File: config.mk
export PLATFORM = sky130hd
export DESIGN_NAME = cfg_port_bridge
export DESIGN_NICKNAME = d
export VERILOG_FILES = /design/src/rtl/cfgp_pkg.sv /design/src/rtl/cfgp_lane_ctl.sv /design/src/rtl/cfgp_sel_dec.sv /design/src/rtl/cfg_port_bridge.sv
export SDC_FILE = /design/constraint.sdc
export NUM_CORES = 1
export LEC_CHECK = 0
export ABC_AREA = 1
export ABC_CLOCK_PERIOD_IN_PS = 1800
export BUFFER_PORTS_ARGS = -buffer_cell sky130_fd_sc_hd__buf_2
export CORE_UTILIZATION = 50
export CTS_CLUSTER_SIZE = 28
export DETAILED_ROUTE_END_ITERATION = 6
export PLACE_DENSITY = 0.8
export SLEW_MARGIN = 40
export SYNTH_ARGS = -nofsm -noshare
export SYNTH_HDL_FRONTEND = slang
export SYNTH_SLANG_ARGS = --single-unit
File: constraint.sdc
create_clock -name clk -period 1.8 [get_ports clk]
set_clock_uncertainty 0.2 [all_clocks]
set_input_delay 0.18 -clock clk [delete_from_list [all_inputs] [get_ports clk]]
set_output_delay 0.18 -clock clk [all_outputs]
set_load 0.02 [all_outputs]
File: src/rtl/cfgp_pkg.sv
package cfgp_pkg;
    localparam int WORD_W  = 32;
    localparam int LANES   = WORD_W / 8;
    localparam int OFF_W   = $clog2(LANES);
    localparam int BUS_W   = 8;
    localparam int DEV_W   = 5;
    localparam int FN_W    = 3;
    localparam int REG_W   = 8;
    localparam int RNUM_W  = REG_W - OFF_W;
    localparam int EN_BIT  = 31;
    localparam int BUS_LSB = 16;
    localparam int DEV_LSB = 11;
    localparam int FN_LSB  = 8;
    localparam int SEL_W   = BUS_LSB + BUS_W;

    typedef logic [WORD_W-1:0] word_t;
    typedef logic [LANES-1:0]  lanes_t;

    typedef struct packed {
        word_t sel;
        word_t rdata;
        logic  rvalid;
    } state_t;

    function automatic word_t width_mask(input logic [2:0] size);
        case (size)
            3'd1:    width_mask = word_t'(8'hFF);
            3'd2:    width_mask = word_t'(16'hFFFF);
            default: width_mask = '1;
        endcase
    endfunction

    function automatic word_t lane_extract(input word_t w, input logic [OFF_W-1:0] off,
                                           input logic [2:0] size);
        lane_extract = (w >> {off, 3'b000}) & width_mask(size);
    endfunction

    function automatic word_t lane_merge(input word_t old, input word_t wdata,
                                         input logic [OFF_W-1:0] off, input lanes_t be);
        word_t bits;
        for (int i = 0; i < LANES; i++) begin
            bits[i*8 +: 8] = {8{be[i]}};
        end
        lane_merge = (old & ~bits) | ((wdata << {off, 3'b000}) & bits);
    endfunction
endpackage

File: src/rtl/cfgp_lane_ctl.sv
module cfgp_lane_ctl
    import cfgp_pkg::*;
(
    input  logic [OFF_W-1:0] off,
    input  logic [2:0]       size,
    output logic             legal,
    output lanes_t           be
);
    lanes_t base;

    always_comb begin
        legal = 1'b0;
        base  = '0;
        case (size)
            3'd1: begin
                legal = 1'b1;
                base  = lanes_t'(1);
            end
            3'd2: begin
                legal = (off[0] == 1'b0);
                base  = lanes_t'(3);
            end
            3'd4: begin
                legal = (off == '0);
                base  = '1;
            end
            default: begin
                legal = 1'b0;
                base  = '0;
            end
        endcase
        be = legal ? lanes_t'(base << off) : '0;
    end
endmodule

File: src/rtl/cfgp_sel_dec.sv
module cfgp_sel_dec
    import cfgp_pkg::*;
(
    input  logic                 en_bit,
    input  logic [SEL_W-1:OFF_W] sel_lo,
    output logic                 en,
    output logic [BUS_W-1:0]     bus,
    output logic [DEV_W-1:0]     dev,
    output logic [FN_W-1:0]      fn,
    output logic [RNUM_W-1:0]    rnum
);
    always_comb begin
        en   = en_bit;
        bus  = sel_lo[BUS_LSB +: BUS_W];
        dev  = sel_lo[DEV_LSB +: DEV_W];
        fn   = sel_lo[FN_LSB  +: FN_W];
        rnum = sel_lo[REG_W-1:OFF_W];
    end
endmodule

File: src/rtl/cfg_port_bridge.sv
module cfg_port_bridge
    import cfgp_pkg::*;
(
    input  logic              clk,
    input  logic              rst_n,
    input  logic              io_req,
    input  logic              io_we,
    input  logic [2:0]        io_off,
    input  logic [2:0]        io_size,
    input  logic [WORD_W-1:0] io_wdata,
    output logic              io_rvalid,
    output logic [WORD_W-1:0] io_rdata,
    output logic              cfg_rd,
    output logic              cfg_wr,
    output logic [BUS_W-1:0]  cfg_bus,
    output logic [DEV_W-1:0]  cfg_dev,
    output logic [FN_W-1:0]   cfg_fn,
    output logic [REG_W-1:0]  cfg_reg,
    output logic [LANES-1:0]  cfg_be,
    output logic [WORD_W-1:0] cfg_wdata,
    input  logic [WORD_W-1:0] cfg_rdata,
    input  logic              cfg_present
);
    state_t state_d, state_q;

    logic              legal;
    lanes_t            be;
    logic              sel_en;
    logic [RNUM_W-1:0] rnum;
    logic [OFF_W-1:0]  lane_off;
    logic              hit_sel;
    logic              hit_data;
    logic              data_ok;

    assign lane_off = io_off[OFF_W-1:0];

    cfgp_lane_ctl u_lane (
        .off   (lane_off),
        .size  (io_size),
        .legal (legal),
        .be    (be)
    );

    cfgp_sel_dec u_dec (
        .en_bit (state_q.sel[EN_BIT]),
        .sel_lo (state_q.sel[SEL_W-1:OFF_W]),
        .en     (sel_en),
        .bus    (cfg_bus),
        .dev    (cfg_dev),
        .fn     (cfg_fn),
        .rnum   (rnum)
    );

    always_comb begin
        hit_sel   = io_req && legal && !io_off[2];
        hit_data  = io_req && legal &&  io_off[2];
        data_ok   = hit_data && sel_en && cfg_present;
        cfg_rd    = data_ok && !io_we;
        cfg_wr    = data_ok &&  io_we;
        cfg_reg   = {rnum, lane_off};
        cfg_be    = be;
        cfg_wdata = io_wdata << {lane_off, 3'b000};

        state_d        = state_q;
        state_d.rvalid = io_req && !io_we;

        if (hit_sel && io_we) begin
            state_d.sel = lane_merge(state_q.sel, io_wdata, lane_off, be);
            state_d.sel[OFF_W-1:0] = '0;
        end

        if (io_req && !io_we) begin
            if (!legal) begin
                state_d.rdata = '1;
            end else if (!io_off[2]) begin
                state_d.rdata = lane_extract(state_q.sel, lane_off, io_size);
            end else if (data_ok) begin
                state_d.rdata = lane_extract(cfg_rdata, lane_off, io_size);
            end else begin
                state_d.rdata = width_mask(io_size);
            end
        end
    end

    always_ff @(posedge clk) begin
        if (!rst_n) begin
            state_q <= '0;
        end else begin
            state_q <= state_d;
        end
    end

    assign io_rvalid = state_q.rvalid;
    assign io_rdata  = state_q.rdata;
endmodule

==> metrics.yaml, run 1 <==
cts_buffers: 9
path_common_cell: "buf_2"
synth_top_family_by_area: "simple AND/OR/NAND/NOR gates"
p_int_mw: 2.42
p_sw_mw: 1.24
grt_pass1_vias: 5190
dr.pass1.iters: 5
hold_path_class: "input pin to flip-flop"
vias: 5789
post-route-period-util_pct: 96.7
yosysMostFrequentCell: "nand2_1"
wire_per_inst_um: 15.4
ys_ff_latch: 63
synthXorXnorAreaFrac_pct: 0
port_buffers: 169
syn_area_mm2: 0.00484
synth-edff-count: 0
finalInstanceArea_mm2: 0.00598
syn-num-nets: 882
vias_per_cell: 5.41
antenna_left: 0
place.gp.congestion: 0.899
drt_iter0_drc: 544
grt_pass1_wl_mm: 25.5
track_usage_pct: 32.6
synth_top_area_cell: "dfxtp_1"
dieArea_mm2: 0.0101
critPathBufInv: 4
synth_fa_ha_area_share_pct: 0
grtUsageMet3_pct: 6.34
clock_sinks: 63
cts_tree: "done"
area_delta_synth_final_pct: 23.4
yosysWarnings: 0
cellLeakagePower_nw: 3.06
grt_busiest_layer: "met2"
coreArea_mm2: 0.00933
ir_drop_v: 0.000341
p_comb_share_pct: 29.8
finalCriticalPeriod_ns: 1.74
cts-root-buf: "clkbuf_8"
max_slew_margin_pct: 71.5
clkLatencyLatePin_ns: 0.35
drc: 0
min_from: "io_wdata[2]"
synth_mux_area_share_pct: 0
worst_ep_arrival_time_ns: 1.36
holdWs_ns: 0.0198
p_per_area_mw_per_mm2: 613
nNetsFinal: 1013
finalSetupTns_ns: 0
h-tree-depth: 3
async_flop_share_pct: 0
crit_path_start_kind: "input pin"
antenna_found_initial: 0
slew_violations: 0
io_pins: 170
fill_cells: 898
synth_ff_type: "dfxtp_1"
wirelength_mm: 16.4
synth-seq-area-share_pct: 26.0
setup_viol: 0
grtUsageMet1_pct: 44.9
status: "finished, final reports clean"
slowest_delay_ns: 0.26
critPathCaptureType: "output port"
cp_cell_sequence: "buf_2 -> buf_12 -> o21ai_0 -> buf_4 -> nor2_1 -> buf_2"
synthTopCellsByArea: "dfxtp_1 (26%), nand2_1 (15%), o21ai_0 (11%)"
rsz0062_at_grt: "yes"
slowest_stage: "buf_12"
final_hold_viol_count: 0
avgSynthCellArea_um2: 6.00
tightest_slew_ns: 0.423
critical_path_required_ns: 1.42
grt_max_degree: 55
grt_overflow_total: 0
yosys.area.top_type_share_pct: 26.0
crit_family: "buffers and inverters"
start_util_pct: 51.9
synth_compound_area_share_pct: 24.9
cap_violations: 0
detailed_place.area_mm2: 0.00576
clk_pin_slew_worst_paths_ns: 0.06
synthCells: 807
critPathKind: "input pin to output port"
die_w_um: 100
seq_power_share_pct: 40.3
max-clock-path-buffers: 2
hpwl_mm: 12.3
synthTopCellsByCount: "nand2_1 (198), o21ai_0 (107), nor2_1 (104)"
power.share.clock_pct: 29.9
cp_max_fo: 54
fmax_mhz: 574
core.rowCount: 35
ys_types: 33
die_y_um: 100
num_antenna_cells: 0
crit_path_start: "io_off[0]"
swShare_pct: 33.9
post_route_cells_drive_above_1_share_pct: 29.0
synth-simple-area-share_pct: 30.3
use_met2_pct: 50.2
## through the flow
| stage | power [mW] | setup slack [ns] | std cells | utilization [%] |
|---|---|---|---|---|
| after floorplan | 2.19 | 0.190 | 807 | - |
| after global placement | 2.56 | 0.0949 | 1054 | 61.7 |
| after detailed placement | 2.56 | 0.0781 | 1054 | 61.7 |
| after CTS | 3.64 | 0.00707 | 1070 | 63.8 |
| after global routing | 3.83 | -0.0160 | 1070 | 64.1 |
| final | 3.66 | 0.0593 | 1070 | 64.1 |
## cells in the final DEF, fill, tap and decap left out, drive strengths merged
cell type	Yosys	layout
a21oi	90	90
buf	84	230
clkbuf	29	14
dlygate4sd3	0	2
o211ai	7	7
nand2	200	200
clkinv	1	2
a31oi	4	4
nand3	18	18
nor2	111	111
o22ai	1	1
dfxtp	63	63
o21ai	112	112
a22oi	15	15
nand4	6	6
inv	51	51
nor3	4	4
or2	11	11
## logic make-up (layout without fill, tap and decap cells)
logic type,count (synthesis),after routing
buffers and inverters,165,299
flip-flops,63,63
AO/OA/AOI/OAI,229,229
AND/OR/NAND/NOR,350,350
## worst register-to-register path: stages (launching register included)
cell,delay [ns]
dfxtp_2,0.34
nand2_2,0.08
nor2_4,0.14
nand3_2,0.13
buf_12,0.19
o21ai_0,0.21
buf_4,0.16
a21oi_1,0.06
## per-layer routing
metal	up-vias	wire length, µm	part of all wire (%)
met5	-	0	0
met4	0	491	3.0
met3	48	1700	10
met2	330	7210	44
met1	2590	7020	43
li1	2821	-	-
## timing repair
item,in CTS,in global routing
pin swaps,0,2
endpoints found under the setup margin,2,6
hold buffers,2,0
hold endpoints to repair,4,0
gates resized for setup,5,5
cloned,0,1
setup buffers,0,0
## power by group through the flow
stage	combinational, mW	clock, mW	sequential [mW]
after CTS	1.06	1.10	1.48
after floorplan	0.688	0	1.50
final	1.09	1.09	1.48
after detailed placement	1.05	0	1.51
after global placement	1.05	0	1.51
after global routing	1.18	1.16	1.48
## layout make-up
cell class	instances	area, µm²	area share [%]
Timing Repair Buffer	233	1510	25.2
Multi-Input combinational cell	579	2690	44.9
Clock buffer	13	159	2.66
Inverter	52	198	3.31
Sequential cell	63	1260	21.1
Tap cell	129	161	2.70
Clock inverter	1	5.00	0.0837
## worst paths after layout
kind,to,slack [ns],cells after the start
worst max register to register,io_rdata[28]$_SDFFE_PN0P_,0.20,7
worst max-delay path,cfg_wdata[11],0.06,6
worst min-delay path,flip-flop,0.02,5
worst min register to register,flip-flop,0.30,2
Note: power is estimated with default switching activity, not from simulation.
==> run 2, diff against run 1 <==
--- a/config.mk
+++ b/config.mk
@@ -12,6 +12,7 @@
 export CTS_CLUSTER_SIZE = 28
 export DETAILED_ROUTE_END_ITERATION = 6
 export PLACE_DENSITY = 0.8
+export SETUP_SLACK_MARGIN = 0.2
 export SLEW_MARGIN = 40
 export SYNTH_ARGS = -nofsm -noshare
 export SYNTH_HDL_FRONTEND = slang
==> metrics.yaml, run 2 (synthesized netlist as in run 1, its figures left out) <==
wirelength_mm: 17.9
post-route-period-util_pct: 96.5
track_usage_pct: 32.9
detailed_place.area_mm2: 0.00567
nNetsFinal: 1013
dr.pass1.iters: 6
final_util_pct: 68.8
critPathCaptureType: "output port"
power_mw: 3.82
drc: 0
slew_violations: 0
vias_per_cell: 5.67
hpwl_mm: 11.8
num_antenna_cells: 0
r2r_end: "io_rdata[2]$_SDFFE_PN0P_"
antenna_left: 0
cellLeakagePower_nw: 3.17
crit_path_start_kind: "flip-flop"
layout_commonest_cell: "nand2_1"
h-tree-depth: 3
fmax_mhz: 576
wire_per_inst_um: 16.7
port_buffers: 169
grt_pass1_vias: 5049
vias: 6079
p_per_area_mw_per_mm2: 596
coreArea_mm2: 0.00933
cap_violations: 0
clkLatencyLatePin_ns: 0.35
max_slew_margin_pct: 69.4
hold_depth: 5
max-clock-path-buffers: 2
drt_iter0_drc: 789
hold_path_class: "input pin to flip-flop"
grt_pass1_wl_mm: 25.8
final_hold_viol_count: 0
area_delta_synth_final_pct: 32.4
ir_drop_v: 0.000530
setup_viol: 0
critical_path_required_ns: 1.42
finalSetupTns_ns: 0
cts_buffers: 9
clk_pin_slew_worst_paths_ns: 0.07
place.gp.congestion: 0.962
cts-root-buf: "clkbuf_8"
dieArea_mm2: 0.0101
antenna_found_initial: 0
die_y_um: 100
core.rowCount: 35
post_route_cells_drive_above_1_share_pct: 34.5
tightest_slew_ns: 0.454
r2r_slack_ns: 0.19
cp_max_fo: 3
rsz0062_at_grt: "yes"
finalInstanceArea_mm2: 0.00641
start_util_pct: 51.9
io_pins: 170
cts_tree: "done"
status: "finished, final reports clean"
stdcell_count: 1072
critPathKind: "flip-flop to output port"
layout_common_cells: "nand2_1 (196), buf_2 (154), nor2_1 (93)"
min_from: "io_wdata[7]"
place_inst: 1039
reg2regPathDepth: 8
die_w_um: 100
grt_max_degree: 60
worst_ep_arrival_time_ns: 1.36
finalCriticalPeriod_ns: 1.74
grt_overflow_total: 0
clock_sinks: 63
run 2: cell count changes in the layout (fill, tap and decap cells not counted), sizes merged:
| cell | previous run | this run |
|---|---|---|
| clkinvlp | 0 | 1 |
| dlygate4sd3 | 2 | 1 |
| buf | 230 | 227 |
| bufbuf | 0 | 1 |
| inv | 51 | 50 |
| clkinv | 2 | 5 |
| clkbuf | 14 | 16 |
run 2: layout make-up:
| class | count | area (µm²) |
|---|---|---|
| clock buffers | 12 | 155 |
| clock inverters | 4 | 20.0 |
| fillers | 841 | 2910 |
| inverters | 52 | 205 |
| multi-input cells | 579 | 2940 |
| flip-flops and latches | 63 | 1260 |
| well taps | 129 | 161 |
| repair buffers | 233 | 1670 |
run 2: timing repair:
| item | in CTS | in global routing |
|---|---|---|
| hold buffers | 1 | 0 |
| cloned | 2 | 4 |
| setup buffers | 7 | 3 |
| endpoints found under the setup margin | 25 | 56 |
| gates resized for setup | 32 | 89 |
| pin swaps | 3 | 8 |
| hold endpoints to repair | 1 | 0 |
run 2: routing by layer:
layer | vias to the layer above | part of all wire [%] | track usage [%]
met4 | 0 | 2.8 | 12.2
met5 | - | 0 | 0
met2 | 447 | 46 | 50.4
li1 | 2837 | - | -
met1 | 2727 | 39 | 46.3
met3 | 68 | 11 | 5.78
run 2: critical path: stages, from the launching register on:
cell     delay, ns
dfxtp_2       0.35
nand2_4       0.07
nor2_4        0.13
nand3_4       0.10
buf_12        0.15
nor2_4        0.08
buf_6         0.12
run 2: power breakdown:
group | internal, mW | leakage (nW) | switching [mW]
logic | 0.458 | 2.56 | 0.743
registers | 1.45 | 0.515 | 0.0278
clock network | 0.566 | 0.0959 | 0.578
run 2: worst max path at each step:
stage | startpoint | end | slack (ns) | depth (start not counted)
after floorplan | io_off[1] | cfg_rd | 0.20 | 8
after detailed placement | io_off[0] | io_rdata[23]$_SDFFE_PN0P_ | 0.02 | 8
after global routing | flip-flop | cfg_wr | 0.02 | 6
after CTS | flip-flop | cfg_wr | 0.07 | 6
final | flip-flop | cfg_wr | 0.06 | 6
after global placement | io_off[0] | io_rdata[23]$_SDFFE_PN0P_ | 0.04 | 8
run 2: per-stage QoR:
step | hold WS, ns | worst slack, ns
after floorplan | 0.163 | 0.204
after global placement | 0.281 | 0.0359
after detailed placement | 0.285 | 0.0155
after CTS | 0.0244 | 0.0691
after global routing | 0.0466 | 0.0239
final | 0.0276 | 0.0626
==> run 3, diff against run 2 <==
--- a/config.mk
+++ b/config.mk
@@ -6,7 +6,7 @@
 export NUM_CORES = 1
 export LEC_CHECK = 0
 export ABC_AREA = 1
-export ABC_CLOCK_PERIOD_IN_PS = 1800
+export ABC_CLOCK_PERIOD_IN_PS = 1750
 export BUFFER_PORTS_ARGS = -buffer_cell sky130_fd_sc_hd__buf_2
 export CORE_UTILIZATION = 50
 export CTS_CLUSTER_SIZE = 28
==> constraint.sdc (replaced) <==
create_clock -name clk -period 1.75 [get_ports clk]
set_clock_uncertainty 0.2 [all_clocks]
set_input_delay 0.175 -clock clk [delete_from_list [all_inputs] [get_ports clk]]
set_output_delay 0.175 -clock clk [all_outputs]
set_load 0.02 [all_outputs]
==> metrics.yaml, run 3 (synthesized netlist as in run 1, its figures left out) <==
status: "finished, final reports clean"
critical_path_required_ns: 1.37
dieArea_mm2: 0.0101
dr.pass1.iters: 5
post_route_cells_drive_above_1_share_pct: 36.8
critPathKind: "flip-flop to output port"
port_buffers: 169
tightest_slew_ns: 0.431
final_hold_viol_count: 0
grt_overflow_total: 0
layout_common_cells: "nand2_1 (194), buf_2 (145), nor2_1 (94)"
path_common_cell: "nor2_4"
num_antenna_cells: 0
finalSetupTns_ns: 0
slowest_delay_ns: 0.36
antenna_found_initial: 0
vias_per_cell: 5.73
grt_pass1_wl_mm: 27.2
critPathCaptureType: "output port"
cp_cell_sequence: "nand2_4 -> nor2_4 -> nand3_4 -> buf_12 -> nor2_4 -> buf_6"
fill_cells: 781
area_delta_synth_final_pct: 37.8
place_inst: 1047
ir_drop_v: 0.000350
core.rowCount: 35
critPathBufInv: 2
stdcell_count: 1083
cellLeakagePower_nw: 3.28
hold_path_class: "input pin to flip-flop"
vias: 6207
slowest_stage: "dfxtp_2"
holdWs_ns: 0.00499
nNetsFinal: 1025
drc: 0
fin_ws_ns: 0.0245
cap_violations: 0
slew_violations: 0
clkLatencyLatePin_ns: 0.35
seq_area_mm2: 0.00126
pre_cts_ws_ns: -0.0409
clk_pin_slew_worst_paths_ns: 0.07
finalCriticalPeriod_ns: 1.73
io_pins: 170
grt_pass1_vias: 5509
max_slew_margin_pct: 71.1
post-route-period-util_pct: 98.6
cts-root-buf: "clkbuf_8"
start_util_pct: 51.9
wire_per_inst_um: 17.0
multi_input_area_mm2: 0.00303
fmax_mhz: 580
track_usage_pct: 34.6
grt_max_degree: 44
die_y_um: 100
final_util_pct: 71.6
power_mw: 4.25
coreArea_mm2: 0.00933
crit_path_start_kind: "flip-flop"
antenna_left: 0
cts_tree: "done"
detailed_place.area_mm2: 0.00574
rsz0062_at_grt: "yes"
worst_ep_arrival_time_ns: 1.35
setup_viol: 0
p_per_area_mw_per_mm2: 637
drt_iter0_drc: 802
clock_sinks: 63
layout_commonest_cell: "nand2_1"
max-clock-path-buffers: 2
finalInstanceArea_mm2: 0.00668
cts_buffers: 9
cp_max_fo: 3
crit_family: "simple AND/OR/NAND/NOR gates"
place.gp.congestion: 0.968
hpwl_mm: 12.3
wirelength_mm: 18.4
h-tree-depth: 3
die_w_um: 100
run 3: cell type report:
class	instances	share of cell area, %
Tap cell	129	2.42
Clock inverter	4	1.05
Timing Repair Buffer	245	27.0
Inverter	52	3.15
Clock buffer	11	2.12
Sequential cell	63	18.9
Multi-Input combinational cell	579	45.4
run 3: final timing paths:
kind / startpoint / to / slack [ns] / cells past startpoint
max: flip-flop / cfg_wr / 0.02 / 6
min: rst_n / io_rdata[25]$_SDFFE_PN0P_ / 0.005 / 3
max reg2reg: flip-flop / io_rdata[2]$_SDFFE_PN0P_ / 0.08 / 8
min reg2reg: flip-flop / flip-flop / 0.31 / 2
run 3: power breakdown:
group	leakage [nW]	total (mW)	switching, mW	internal (mW)
registers	0.515	1.52	0.0299	1.49
logic	2.65	1.31	0.792	0.514
clock network	0.109	1.43	0.596	0.829
total	3.28	4.25	1.42	2.83
run 3: routing by layer:
metal | track usage, % | share of wire (%)
met5 | 0 | 0
met4 | 12.7 | 3.1
met3 | 5.43 | 10
met2 | 56.2 | 47
met1 | 46.4 | 39
run 3: tightest hold or removal path: stages:
cell,delay [ns]
buf_2,0.19
o21ai_0,0.10
a21oi_1,0.04
run 3: what timing repair did:
action                                  CTS  global route
gates cloned                              2             4
gates resized for setup                  98            62
buffers inserted                          7             8
hold endpoints to repair                  1             0
endpoints found under the setup margin   59            57
pin swaps                                 7             8
